## src/rtl/opfetch_pkg.sv

```systemverilog
package opfetch_pkg;
  localparam int ADDR_W = 16;
  localparam int DATA_W = 8;
  localparam int STEP_W = 3;
  localparam int MODE_W = 4;

  localparam logic [MODE_W-1:0] MD_IMM    = 4'd0;
  localparam logic [MODE_W-1:0] MD_REG    = 4'd1;
  localparam logic [MODE_W-1:0] MD_DIR    = 4'd2;
  localparam logic [MODE_W-1:0] MD_DIRX   = 4'd3;
  localparam logic [MODE_W-1:0] MD_INDX   = 4'd4;
  localparam logic [MODE_W-1:0] MD_INDXP  = 4'd5;
  localparam logic [MODE_W-1:0] MD_PREIDX = 4'd6;
  localparam logic [MODE_W-1:0] MD_POSTIX = 4'd7;
  localparam logic [MODE_W-1:0] MD_ABS    = 4'd8;
  localparam logic [MODE_W-1:0] MD_ABSX   = 4'd9;

  typedef enum logic [2:0] {
    K_NONE, K_OPC, K_OFF, K_IDLE, K_PLO, K_PHI, K_DATA
  } kind_e;

  function automatic logic [MODE_W-1:0] norm_mode(input logic [MODE_W-1:0] m);
    return (m > MD_ABSX) ? MD_REG : m;
  endfunction

  function automatic logic [STEP_W-1:0] mode_len(input logic [MODE_W-1:0] m);
    case (m)
      MD_IMM, MD_REG:        return 3'd2;
      MD_DIR, MD_INDX:       return 3'd3;
      MD_DIRX, MD_INDXP,
      MD_ABS:                return 3'd4;
      MD_ABSX:               return 3'd5;
      MD_PREIDX, MD_POSTIX:  return 3'd6;
      default:               return 3'd2;
    endcase
  endfunction

  function automatic kind_e step_kind(input logic [MODE_W-1:0] m,
                                      input logic [STEP_W-1:0] s);
    if (s == 3'd1) return K_OPC;
    case (m)
      MD_IMM:   return K_DATA;
      MD_DIR:   return (s == 3'd2) ? K_OFF : K_DATA;
      MD_DIRX:  case (s) 3'd2: return K_OFF; 3'd3: return K_IDLE; default: return K_DATA; endcase
      MD_INDX:  return (s == 3'd2) ? K_IDLE : K_DATA;
      MD_INDXP: return (s == 3'd3) ? K_DATA : K_IDLE;
      MD_PREIDX:
        case (s)
          3'd2: return K_OFF;  3'd3: return K_IDLE;
          3'd4: return K_PLO;  3'd5: return K_PHI;
          default: return K_DATA;
        endcase
      MD_POSTIX:
        case (s)
          3'd2: return K_OFF;  3'd3: return K_PLO;
          3'd4: return K_PHI;  3'd5: return K_IDLE;
          default: return K_DATA;
        endcase
      MD_ABS:   case (s) 3'd2: return K_PLO; 3'd3: return K_PHI; default: return K_DATA; endcase
      MD_ABSX:
        case (s)
          3'd2: return K_PLO;  3'd3: return K_PHI;
          3'd4: return K_IDLE; default: return K_DATA;
        endcase
      default:  return K_IDLE;
    endcase
  endfunction

  function automatic logic [ADDR_W-1:0] page_addr(input logic dp, input logic [DATA_W-1:0] lo);
    return {{(ADDR_W-DATA_W-1){1'b0}}, dp, lo};
  endfunction

  function automatic logic [ADDR_W-1:0] add_byte(input logic [ADDR_W-1:0] a,
                                                 input logic [DATA_W-1:0] b);
    return a + {{(ADDR_W-DATA_W){1'b0}}, b};
  endfunction
endpackage

```

## src/rtl/opfetch_ctrl.sv

```systemverilog
module opfetch_ctrl
  import opfetch_pkg::*;
(
  input  logic              clk,
  input  logic              rst_n,
  input  logic              start,
  input  logic [MODE_W-1:0] mode_in,
  output logic              busy,
  output logic [STEP_W-1:0] step,
  output logic [MODE_W-1:0] mode_q,
  output kind_e             kind,
  output logic              last,
  output logic              accept,
  output logic              done
);
  assign accept = start && !busy;
  assign kind   = busy ? step_kind(mode_q, step) : K_NONE;
  assign last   = busy && (step == mode_len(mode_q));

  always_ff @(posedge clk or negedge rst_n) begin
    if (!rst_n) begin
      busy   <= 1'b0;
      step   <= '0;
      mode_q <= '0;
      done   <= 1'b0;
    end else begin
      done <= last;
      if (accept) begin
        busy   <= 1'b1;
        step   <= 3'd1;
        mode_q <= norm_mode(mode_in);
      end else if (last) begin
        busy <= 1'b0;
        step <= '0;
      end else if (busy) begin
        step <= step + 3'd1;
      end
    end
  end

  // a start while busy does not disturb the step sequence
  a_r2_start_ignored: assert property (@(posedge clk) disable iff (!rst_n)
    (busy && !last) |=> (busy && step == $past(step) + 3'd1));
  a_r10_done_after_busy: assert property (@(posedge clk) disable iff (!rst_n)
    done |-> (!busy && $past(busy)));
  a_r10_done_single: assert property (@(posedge clk) disable iff (!rst_n)
    done |=> !done);
endmodule

```

## src/rtl/opfetch_capture.sv

```systemverilog
module opfetch_capture
  import opfetch_pkg::*;
(
  input  logic              clk,
  input  logic              rst_n,
  input  logic              accept,
  input  logic              last,
  input  kind_e             kind,
  input  logic [MODE_W-1:0] mode_q,
  input  logic [ADDR_W-1:0] pc,
  input  logic [DATA_W-1:0] x_in,
  input  logic [DATA_W-1:0] y_in,
  input  logic              dp_sel,
  input  logic              idx_y,
  input  logic [DATA_W-1:0] rdata,
  output logic [ADDR_W-1:0] pc_q,
  output logic [DATA_W-1:0] x_q,
  output logic [DATA_W-1:0] y_q,
  output logic              dp_q,
  output logic              idxy_q,
  output logic [DATA_W-1:0] off_q,
  output logic [ADDR_W-1:0] ptr_q,
  output logic [DATA_W-1:0] operand
);
  logic [DATA_W-1:0] data_q;
  logic [DATA_W-1:0] result;

  always_comb begin
    if (kind == K_DATA)      result = rdata;
    else if (mode_q == MD_REG) result = x_q;
    else                     result = data_q;
  end

  always_ff @(posedge clk or negedge rst_n) begin
    if (!rst_n) begin
      pc_q <= '0; x_q <= '0; y_q <= '0; dp_q <= 1'b0; idxy_q <= 1'b0;
      off_q <= '0; ptr_q <= '0; data_q <= '0; operand <= '0;
    end else begin
      if (accept) begin
        pc_q <= pc; x_q <= x_in; y_q <= y_in; dp_q <= dp_sel; idxy_q <= idx_y;
      end
      case (kind)
        K_OFF:  off_q <= rdata;
        K_PLO:  ptr_q[DATA_W-1:0] <= rdata;
        K_PHI:  ptr_q[ADDR_W-1:DATA_W] <= rdata;
        K_DATA: data_q <= rdata;
        default: ;
      endcase
      if (last) operand <= result;
    end
  end
endmodule

```

## src/rtl/opfetch_addr.sv

```systemverilog
module opfetch_addr
  import opfetch_pkg::*;
(
  input  logic              clk,
  input  logic              rst_n,
  input  kind_e             kind,
  input  logic [MODE_W-1:0] mode_q,
  input  logic [ADDR_W-1:0] pc_q,
  input  logic [DATA_W-1:0] x_q,
  input  logic [DATA_W-1:0] y_q,
  input  logic              dp_q,
  input  logic              idxy_q,
  input  logic [DATA_W-1:0] off_q,
  input  logic [ADDR_W-1:0] ptr_q,
  output logic [ADDR_W-1:0] bus_addr,
  output logic              bus_rd,
  output logic              bus_idle
);
  logic [ADDR_W-1:0] base;
  logic [DATA_W-1:0] idx;
  logic              is_abs;

  assign base   = page_addr(dp_q, off_q);
  assign idx    = idxy_q ? y_q : x_q;
  assign is_abs = (mode_q == MD_ABS) || (mode_q == MD_ABSX);

  always_comb begin
    bus_addr = '0;
    case (kind)
      K_OPC:  bus_addr = pc_q;
      K_OFF:  bus_addr = add_byte(pc_q, 8'd1);
      K_PLO:  bus_addr = is_abs ? add_byte(pc_q, 8'd1)
                       : (mode_q == MD_PREIDX) ? add_byte(base, x_q) : base;
      K_PHI:  bus_addr = is_abs ? add_byte(pc_q, 8'd2)
                       : (mode_q == MD_PREIDX) ? add_byte(add_byte(base, x_q), 8'd1)
                       : add_byte(base, 8'd1);
      K_DATA:
        case (mode_q)
          MD_IMM:             bus_addr = add_byte(pc_q, 8'd1);
          MD_DIR:             bus_addr = base;
          MD_DIRX:            bus_addr = add_byte(base, idx);
          MD_INDX, MD_INDXP:  bus_addr = page_addr(dp_q, x_q);
          MD_POSTIX:          bus_addr = add_byte(ptr_q, y_q);
          MD_ABSX:            bus_addr = add_byte(ptr_q, idx);
          default:            bus_addr = ptr_q;
        endcase
      default: bus_addr = '0;
    endcase
  end

  assign bus_rd   = (kind != K_NONE) && (kind != K_IDLE);
  assign bus_idle = (kind == K_IDLE);

  a_r9_rd_idle_excl: assert property (@(posedge clk) disable iff (!rst_n)
    !(bus_rd && bus_idle));
  a_r9_idle_addr_zero: assert property (@(posedge clk) disable iff (!rst_n)
    bus_idle |-> (bus_addr == '0));
endmodule

```

## src/rtl/opfetch_seq.sv

```systemverilog
module opfetch_seq
  import opfetch_pkg::*;
(
  input  logic              clk,
  input  logic              rst_n,
  input  logic              start,
  input  logic [MODE_W-1:0] mode,
  input  logic [ADDR_W-1:0] pc,
  input  logic [DATA_W-1:0] x_in,
  input  logic [DATA_W-1:0] y_in,
  input  logic              dp_sel,
  input  logic              idx_y,
  input  logic [DATA_W-1:0] rdata,
  output logic [ADDR_W-1:0] bus_addr,
  output logic              bus_rd,
  output logic              bus_idle,
  output logic              busy,
  output logic              done,
  output logic [DATA_W-1:0] operand
);
  logic [STEP_W-1:0] step;
  logic [MODE_W-1:0] mode_q;
  kind_e             kind;
  logic              last, accept;
  logic [ADDR_W-1:0] pc_q, ptr_q;
  logic [DATA_W-1:0] x_q, y_q, off_q;
  logic              dp_q, idxy_q;

  opfetch_ctrl u_ctrl (
    .clk(clk), .rst_n(rst_n), .start(start), .mode_in(mode),
    .busy(busy), .step(step), .mode_q(mode_q), .kind(kind),
    .last(last), .accept(accept), .done(done)
  );

  opfetch_capture u_cap (
    .clk(clk), .rst_n(rst_n), .accept(accept), .last(last), .kind(kind),
    .mode_q(mode_q), .pc(pc), .x_in(x_in), .y_in(y_in), .dp_sel(dp_sel),
    .idx_y(idx_y), .rdata(rdata), .pc_q(pc_q), .x_q(x_q), .y_q(y_q),
    .dp_q(dp_q), .idxy_q(idxy_q), .off_q(off_q), .ptr_q(ptr_q),
    .operand(operand)
  );

  opfetch_addr u_addr (
    .clk(clk), .rst_n(rst_n), .kind(kind), .mode_q(mode_q), .pc_q(pc_q),
    .x_q(x_q), .y_q(y_q), .dp_q(dp_q), .idxy_q(idxy_q), .off_q(off_q),
    .ptr_q(ptr_q), .bus_addr(bus_addr), .bus_rd(bus_rd), .bus_idle(bus_idle)
  );

  a_r2_first_cycle_pc: assert property (@(posedge clk) disable iff (!rst_n)
    (busy && step == 3'd1) |-> (bus_rd && bus_addr == pc_q));
  a_r9_quiet_when_free: assert property (@(posedge clk) disable iff (!rst_n)
    !busy |-> (!bus_rd && !bus_idle));
endmodule

```

## config.mk

```make
export PLATFORM = sky130hd
export DESIGN_NAME = opfetch_seq
export DESIGN_NICKNAME = d
export VERILOG_FILES = /design/src/rtl/opfetch_pkg.sv /design/src/rtl/opfetch_ctrl.sv /design/src/rtl/opfetch_capture.sv /design/src/rtl/opfetch_addr.sv /design/src/rtl/opfetch_seq.sv
export SDC_FILE = /design/constraint.sdc
export NUM_CORES = 1
export LEC_CHECK = 0
export BUFFER_PORTS_ARGS = -buffer_cell sky130_fd_sc_hd__buf_2
export CAP_MARGIN = 20
export CELL_PAD_IN_SITES_DETAIL_PLACEMENT = 1
export CELL_PAD_IN_SITES_GLOBAL_PLACEMENT = 2
export CORE_MARGIN = 2
export CORE_UTILIZATION = 41
export DETAILED_ROUTE_END_ITERATION = 7
export PLACE_DENSITY = 0.94
export SLEW_MARGIN = 20
export SYNTH_ARGS = -nofsm -noshare
export SYNTH_HDL_FRONTEND = slang
export SYNTH_HIERARCHICAL = 1
export SYNTH_SLANG_ARGS = --single-unit
```

## constraint.sdc

```tcl
create_clock -name clk -period 7.8 [get_ports clk]
set_clock_uncertainty 0.15 [all_clocks]
set_input_delay 0.78 -clock clk [delete_from_list [all_inputs] [get_ports clk]]
set_output_delay 0.78 -clock clk [all_outputs]
set_load 0.01 [all_outputs]
```

==> impl_metrics.py, run 1 <==
metrics = {
    "place": {
        "io_buffers": 76,
        "gp_congestion": 0.913,
        "dp_hpwl_mm": 19.5,
    },
    "drt": {
        "finalWirelength_mm": 25.8,
        "drc_errors": 0,
        "ant_nets": 0,
        "wl_per_cell_um": 23.1,
        "viasPerCell": 6.34,
        "drtPass1Iterations": 5,
        "vias": 7073,
        "dr.first_iter.drc_count": 610,
    },
    "setup_path": {
        "end_kind": "output pin",
        "rrSetupSlack_ns": 3.40,
        "crit_type": "flop to output pin",
        "critPathLaunch": "u_ctrl/mode_q[2]",
        "worstSetupEndpoint": "bus_addr[3]",
        "slowest_delay_ns": 0.94,
        "r2r_start": "u_ctrl/mode_q[2]",
        "worstSetupStartpointType": "flop",
        "crit_chain": "buf_4, nor3b_1, nor2_1, a21oi_1, o32ai_1, a21oi_1, nor3b_1, a21oi_2, a21oi_1, o31ai_1, o221ai_1, a21oi_1, o21ai_1, buf_2",
        "cp.arrival_ns": 5.02,
        "r2r_cells": 9,
        "path_common_cell": "a21oi_1",
        "cp_data_required_time_ns": 6.87,
        "path_buf_inv": 2,
        "crit_path_max_fanout": 27,
        "critical_path_depth": 14,
        "critPathTopFamily": "compound AO/OA/AOI/OAI gates",
        "slowest_stage": "dfrtp_1",
        "r2r_end": "u_cap/operand[2]",
    },
    "outcome": {
        "status": "finished, final reports clean",
    },
    "timing": {
        "tightest_slew_ns": 1.02,
        "finalCritPeriodShare_pct": 76.3,
        "slew_viol_final": 0,
        "whs_ns": 0.130,
        "max-slew-margin-rel_pct": 32.2,
        "grt_setup_unrepaired": "false",
        "hold_viol_final": 0,
        "setup_tns_ns": 0,
        "setup_viol": 0,
        "min_period_ns": 5.95,
        "fmax_mhz": 168,
    },
    "clocking": {
        "post_cts_buffers": 0,
        "clk_root_buffer_cell": "clkbuf_16",
        "cts_sinks": 83,
        "clkTransAtPathRegs_ns": 0.08,
        "cts_made_buffers": 9,
        "h-tree-depth": 3,
        "post_cts_resize_count": 0,
        "ctsHoldBuffers": 0,
        "cts_max_path_buffers": 2,
        "clk_latency_ns": 0.36,
        "cts_tree": "done",
    },
    "finish": {
        "n_fill_cell": 2106,
        "finalNetCount": 972,
        "final_cell_mix": "mux2_2, dfrtp_1, buf_2",
        "syn_to_final_growth_pct": 10.6,
        "drive_gt1_share_pct": 25.1,
        "antenna_cells": 0,
    },
    "synth": {
        "synthArstFlopShare_pct": 100,
        "synth-seq-area-share_pct": 27.3,
        "synth_nets": 922,
        "ys_types": 100,
        "synth-simple-area-share_pct": 17.5,
        "synthAdderAreaFrac_pct": 7.00,
        "synth_edf_count": 0,
        "netlist.area_leader.share_pct": 27.3,
        "synthTopCellsByArea": "dfrtp_1, mux2_2, ha_1, a21oi_1, xnor2_1",
        "ys.flop_type": "dfrtp_1",
        "synth_area_mm2": 0.00761,
        "yosysTopAreaCell": "dfrtp_1",
        "synth_mux_area_share_pct": 14.5,
        "synth_xor_area_share_pct": 6.72,
        "synth_top_family_by_area": "compound AO/OA/AOI/OAI gates",
        "synth_compound_area_share_pct": 22.7,
        "avgSynthCellArea_um2": 9.14,
        "synth_seq_cells": 83,
        "ys_warn_count": 6,
        "syn_inst": 833,
    },
    "job": {
        "maxCapViolCount": 0,
    },
    "floorplan": {
        "dieWidth_um": 140,
        "die-area_mm2": 0.0197,
        "rows": 49,
        "die_h_um": 140,
        "initial_utilization_pct": 42.1,
        "ios": 77,
        "core-area_mm2": 0.0181,
    },
    "global_route": {
        "grt_max_degree": 67,
        "antenna_found_initial": 0,
        "grt_overflow": 0,
        "grt_pass1_vias": 7112,
        "grt_pass1_wl_mm": 40.1,
        "grt_use_total_pct": 26.0,
    },
    "hold_path": {
        "worstHoldPathType": "input port to asynchronous set/reset pin",
    },
}
## how the worst min path moves through the flow
stage | from | end | slack [ns] | depth (start not counted)
detailed placement | u_cap/data_q[1] | u_cap/data_q[1] | 0.34 | 1
CTS | rst_n | u_cap/pc_q[2] | 0.13 | 1
global route | rst_n | u_cap/pc_q[2] | 0.14 | 1
floorplan | rst_n | u_cap/data_q[0] | 0.33 | 0
finish | rst_n | u_cap/pc_q[2] | 0.13 | 1
global placement | u_cap/data_q[7] | u_cap/data_q[7] | 0.34 | 1
## per-stage QoR
| step | setup WS, ns | cells | utilization [%] | instance area [um2] |
|---|---|---|---|---|
| after floorplan | 3.58 | 833 | - | 7610 |
| after CTS | 1.97 | 1116 | 46.5 | 8420 |
| final | 1.85 | 1116 | 46.5 | 8420 |
| after global placement | 2.57 | 1101 | 44.7 | 8090 |
| after detailed placement | 2.43 | 1101 | 44.8 | 8090 |
| after global routing | 1.35 | 1116 | 46.5 | 8420 |
## final cells by class
type                       count  area (um2)  share of cell area (%)
clock buffer                  10         239                    2.84
multi-input combinational    685        5220                    62.0
sequential                    83        2080                    24.7
inverter                      22        82.6                   0.981
tap                          229         287                    3.40
clock inverter                 5        85.1                    1.01
timing repair buffer          82         428                    5.08
## cell usage after synthesis, types with 5 or more instances
master     n
a21o_1     5
dfrtp_1   83
a21oi_1   58
a31oi_1   14
o21ai_0   46
a22oi_1    7
buf_2     24
ha_1      37
nor4_1     6
xor2_1    19
o22ai_1    7
a211o_1    6
nor3b_1    9
mux2i_1   17
a211oi_1  11
nand2_1   47
or3_1      5
and3_1     8
xnor2_1   32
nand4_1    7
o211ai_1   8
o21ai_1   13
nor2_1    53
nor2b_1   17
nand3b_1   5
mux2_2    83
clkbuf_1   8
inv_1     20
and2_1     5
o221ai_1  13
nand2b_1  10
nand3_1   22
a221oi_1   5
o21a_1     7
o32ai_1    5
nor3_1     9
## state kept, by name (all words and copies together) (netlist names)
| name | count |
|---|---|
| u_cap/pc_q | 16 |
| u_cap/ptr_q | 16 |
| u_cap/data_q | 8 |
| u_cap/off_q | 8 |
| u_cap/operand | 8 |
| u_cap/x_q | 8 |
| u_cap/y_q | 8 |
| u_ctrl/mode_q | 4 |
| u_ctrl/step | 3 |
| u_cap/dp_q | 1 |
| u_cap/idxy_q | 1 |
| u_ctrl/busy | 1 |
| u_ctrl/done | 1 |
## layer usage
layer | wire, um | share of wire (%) | GRT usage [%] | vias up
met5 | 0 | 0 | 0 | -
met4 | 436 | 1.7 | 6.86 | 0
met3 | 1350 | 5.2 | 3.32 | 32
met2 | 12400 | 48 | 44.1 | 245
met1 | 11600 | 45 | 35.3 | 3559
li1 | - | - | - | 3237
## kinds of logic after synthesis
logic type / Yosys count
AND/OR/NAND/NOR: 235
buffers and inverters: 65
AO/OA/AOI/OAI: 254
adder cells (fa/ha/maj): 41
flip-flops: 83
XOR/XNOR: 55
multiplexers: 100
Power of run 1 is not shown: default switching activity piles up to over one toggle a cycle in this logic, so the estimate is an artifact.
==> run 2, diff against run 1 <==
- CORE_UTILIZATION: 41 -> 34
- PLACE_DENSITY: 0.94 -> 0.84
- clock period: 7.8 -> 5.4 ns (I/O delays scaled with it)
==> impl_metrics.py, run 2 (synthesis gave the netlist of run 1 again) <==
metrics = {
    "drt": {
        "vias": 7060,
        "drc_errors": 0,
        "drtPass1Iterations": 7,
        "wl_per_cell_um": 22.6,
        "finalWirelength_mm": 26.6,
        "ant_nets": 0,
        "dr.first_iter.drc_count": 506,
        "viasPerCell": 6.00,
    },
    "hold_path": {
        "worstHoldPathType": "input port to flop",
    },
    "finish": {
        "final_cell_mix": "mux2_2, dfrtp_1, buf_2",
        "drive_gt1_share_pct": 25.9,
        "finalNetCount": 981,
        "instances_no_fill": 1177,
        "fin_area_mm2": 0.00854,
        "n_fill_cell": 2575,
        "antenna_cells": 0,
        "multiInputGateArea_mm2": 0.00521,
        "syn_to_final_growth_pct": 12.2,
        "final-seq-area_mm2": 0.00208,
        "top_regs": "u_cap/pc_q: 16 flops, u_cap/ptr_q: 16 flops",
    },
    "global_route": {
        "met2_usage_pct": 36.1,
        "grt_use_total_pct": 22.4,
        "top_usage_layer": "met2",
        "grt_pass1_wl_mm": 41.5,
        "grt_max_degree": 76,
        "grt_pass1_vias": 7163,
        "grt_use_met1_pct": 31.4,
        "antenna_found_initial": 0,
        "grt_overflow": 0,
        "met3_usage_pct": 3.30,
    },
    "setup_path": {
        "worstSetupStartpointType": "flop",
        "slowest_delay_ns": 0.72,
        "crit_type": "flop to output pin",
        "crit_path_max_fanout": 15,
        "critPathTopFamily": "compound AO/OA/AOI/OAI gates",
        "cp_data_required_time_ns": 4.71,
        "slowest_stage": "dfrtp_1",
        "end_kind": "output pin",
        "path_buf_inv": 4,
        "cp.arrival_ns": 4.38,
        "crit_chain": "inv_2, nor3_2, buf_4, mux2_2, ha_1, inv_1, fa_1, nor2b_1, o31a_1, o21ai_1, xor2_1, nor2_1, o221ai_1, o311ai_1, buf_2",
    },
    "clocking": {
        "clkTransAtPathRegs_ns": 0.09,
        "cts_made_buffers": 9,
        "post_cts_resize_count": 0,
        "cts_tree": "done",
        "h-tree-depth": 3,
        "cts_max_path_buffers": 2,
        "clk_latency_ns": 0.37,
        "clk_root_buffer_cell": "clkbuf_16",
        "post_cts_buffers": 0,
        "cts_sinks": 83,
        "ctsHoldBuffers": 1,
    },
    "floorplan": {
        "die-area_mm2": 0.0236,
        "rows": 54,
        "core-area_mm2": 0.0219,
        "ios": 77,
        "initial_utilization_pct": 34.8,
        "die_h_um": 154,
        "dieWidth_um": 154,
    },
    "place": {
        "dp_hpwl_mm": 20.3,
        "dp_cells": 1159,
        "placed_area_mm2": 0.00820,
        "gp_congestion": 0.915,
        "io_buffers": 76,
    },
    "timing": {
        "fmax_mhz": 197,
        "whs_ns": 0.249,
        "setup_viol": 0,
        "min_period_ns": 5.07,
        "slew_viol_final": 0,
        "hold_viol_final": 0,
        "setup_tns_ns": 0,
        "tightest_slew_ns": 0.864,
        "grt_setup_unrepaired": "false",
        "max-slew-margin-rel_pct": 42.1,
        "finalCritPeriodShare_pct": 93.9,
    },
    "outcome": {
        "status": "finished, final reports clean",
    },
    "job": {
        "maxCapViolCount": 0,
    },
}
## run 2: cell types whose count changed in the layout (fill, tap and decap cells not counted)
cell / change
buf_4: +7
inv_8: +4
bufinv_16: -2
buf_16: +1
clkbuf_8: -1
clkinv_4: +1
clkinv_8: +1
clkinvlp_4: -1
dlygate4sd3_1: +1
inv_6: -1
nor4b_2: +1
nor4b_4: -1
## run 2: routing by layer
| layer | vias up | routed length [um] |
|---|---|---|
| met5 | - | 0 |
| met4 | 0 | 571 |
| met3 | 44 | 1380 |
| met2 | 233 | 12300 |
| met1 | 3519 | 12400 |
| li1 | 3264 | - |
## run 2: final cells by class
cell class	count	area share, %
well taps	280	4.10
repair buffers	91	6.06
multi-input cells	685	61.0
clock buffers	9	2.64
clock inverters	7	0.923
inverters	22	0.967
flip-flops and latches	83	24.3
## run 2: worst paths after layout
| check | startpoint | to | slack, ns | cells after the start |
|---|---|---|---|---|
| max | u_ctrl/mode_q[3] | bus_addr[8] | 0.33 | 15 |
| min | x_in[6] | u_cap/x_q[6] | 0.25 | 2 |
| max reg2reg | u_ctrl/step[1] | u_cap/operand[3] | 1.59 | 11 |
| min reg2reg | u_cap/data_q[7] | u_cap/data_q[7] | 0.36 | 1 |
| max in group asynchronous | rst_n | u_cap/y_q[5] | 3.83 | 4 |
| min in group asynchronous | rst_n | u_ctrl/mode_q[1] | 0.38 | 2 |
## run 2: per-stage QoR
| step | util [%] | worst slack (ns) |
|---|---|---|
| floorplan | - | 1.42 |
| global placement | 37.5 | 0.847 |
| detailed placement | 37.5 | 0.795 |
| CTS | 38.9 | 0.396 |
| global route | 39.0 | 0.121 |
| finish | 39.0 | 0.327 |
## run 2: worst register-to-register path, delay by kind of cell (launching register included)
family	cells	cell delay, ns
and+or+nand+nor	3	1.44
adders and majority gates	1	0.23
AOI/OAI and AO/OA	4	0.82
muxes	1	0.14
DFF	1	0.52
buffers and inverters	2	0.39
Power of run 2 is left out for the same reason.
==> run 3, diff against run 2 <==
==> constraint.sdc (replaced) <==
create_clock -name clk -period 5.4 [get_ports clk]
set_clock_uncertainty 0.15 [all_clocks]
set_input_delay 0 -clock clk [delete_from_list [all_inputs] [get_ports clk]]
set_output_delay 0 -clock clk [all_outputs]
set_load 0.01 [all_outputs]
==> impl_metrics.py, run 3 (synthesis gave the netlist of run 1 again) <==
metrics = {
    "outcome": {
        "status": "finished, final reports clean",
    },
    "timing": {
        "max-slew-margin-rel_pct": 42.5,
        "grt_setup_unrepaired": "false",
        "hold_viol_final": 0,
        "min_period_ns": 4.77,
        "whs_ns": 0.250,
        "finalCritPeriodShare_pct": 88.3,
        "setup_viol": 0,
        "slew_viol_final": 0,
        "fmax_mhz": 210,
        "tightest_slew_ns": 0.859,
        "setup_tns_ns": 0,
    },
    "clocking": {
        "post_cts_buffers": 0,
        "cts_max_path_buffers": 2,
        "ctsHoldBuffers": 52,
        "clkTransAtPathRegs_ns": 0.08,
        "cts_sinks": 83,
        "h-tree-depth": 3,
        "cts_made_buffers": 9,
        "cts_tree": "done",
        "post_cts_resize_count": 0,
        "clk_root_buffer_cell": "clkbuf_16",
        "clk_latency_ns": 0.36,
    },
    "drt": {
        "viasPerCell": 5.96,
        "wl_per_cell_um": 22.0,
        "dr.first_iter.drc_count": 588,
        "ant_nets": 0,
        "finalWirelength_mm": 26.9,
        "drc_errors": 0,
        "drtPass1Iterations": 6,
        "vias": 7280,
    },
    "global_route": {
        "grt_overflow": 0,
        "grt_use_total_pct": 22.7,
        "grt_max_degree": 63,
        "antenna_found_initial": 0,
        "grt_pass1_vias": 7339,
        "grt_pass1_wl_mm": 42.0,
    },
    "setup_path": {
        "cp_data_required_time_ns": 5.25,
        "crit_type": "flop to output pin",
        "slowest_stage": "dfrtp_1",
        "path_common_cell": "a21oi_1",
        "r2r_start": "u_ctrl/mode_q[0]",
        "worstSetupStartpointType": "flop",
        "r2r_cells": 9,
        "cp.arrival_ns": 4.62,
        "crit_path_max_fanout": 18,
        "r2r_end": "u_cap/operand[7]",
        "rrSetupSlack_ns": 1.56,
        "end_kind": "output pin",
        "critPathLaunch": "u_ctrl/mode_q[0]",
        "slowest_delay_ns": 0.76,
        "crit_chain": "buf_4, and4b_2, o21a_1, a211oi_1, a211o_1, a21oi_2, nor3b_1, a21o_1, a21oi_1, nand2b_1, o221ai_1, a21oi_1, o21ai_1, buf_2",
    },
    "place": {
        "gp_congestion": 0.922,
        "dp_hpwl_mm": 19.9,
        "io_buffers": 76,
    },
    "floorplan": {
        "initial_utilization_pct": 34.8,
        "dieWidth_um": 154,
        "ios": 77,
        "die_h_um": 154,
        "rows": 54,
        "core-area_mm2": 0.0219,
        "die-area_mm2": 0.0236,
    },
    "finish": {
        "n_fill_cell": 2584,
        "syn_to_final_growth_pct": 18.2,
        "final_util_pct": 41.1,
        "drive_gt1_share_pct": 24.1,
        "top_regs": "u_cap/pc_q: 16 flops, u_cap/ptr_q: 16 flops",
        "finalNetCount": 1026,
        "final_cell_mix": "mux2_2, dfrtp_1, buf_2",
        "antenna_cells": 0,
    },
    "job": {
        "maxCapViolCount": 0,
    },
    "hold_path": {
        "hp-start": "y_in[6]",
        "hold_depth": 3,
        "worstHoldPathType": "input port to flop",
        "whs_endpoint": "u_cap/y_q[6]",
    },
}
run 3: changes by cell type in the layout (fill, tap and decap cells not counted), sizes merged:
cell	change
inv	-1
clkinv	+1
dlygate4sd3	+50
buf	-5
run 3: routing by layer:
layer  part of all wire (%)  GRT usage [%]  routed length, um  up-vias
met5                      0              0                  0        -
met4                    1.6           5.11                421        0
met3                    5.7           4.06               1530       31
met2                     47           36.6              12700      234
met1                     46           31.7              12300     3662
li1                       -              -                  -     3353
run 3: through the flow:
stage	std cells	setup slack, ns	instance area (um2)
global route	1222	0.266	9000
CTS	1222	0.706	9000
floorplan	833	1.96	7610
finish	1222	0.632	9000
detailed placement	1154	1.10	8160
global placement	1154	1.29	8160
run 3: layout make-up:
cell class	count	area, um2	share of cell area (%)
Multi-Input combinational cell	685	5210	57.9
Sequential cell	83	2080	23.1
Clock inverter	7	81.3	0.904
Inverter	22	82.6	0.917
Tap cell	280	350	3.89
Clock buffer	9	225	2.50
Timing Repair Buffer	136	973	10.8
run 3: worst max path at each step:
stage | cells after the start | slack (ns) | end
global route | 15 | 0.27 | bus_addr[11]
detailed placement | 15 | 1.10 | bus_addr[3]
CTS | 14 | 0.71 | bus_addr[3]
floorplan | 16 | 1.96 | bus_addr[3]
finish | 14 | 0.63 | bus_addr[3]
global placement | 15 | 1.29 | bus_addr[11]
run 3: critical path, delay by kind of cell, from the launching register on:
family,cells,cell delay [ns]
AO/OA/AOI/OAI,9,1.96
buffers and inverters,2,0.51
flip-flops,1,0.76
AND/OR/NAND/NOR,3,1.03
Power of run 3 is left out for the same reason.
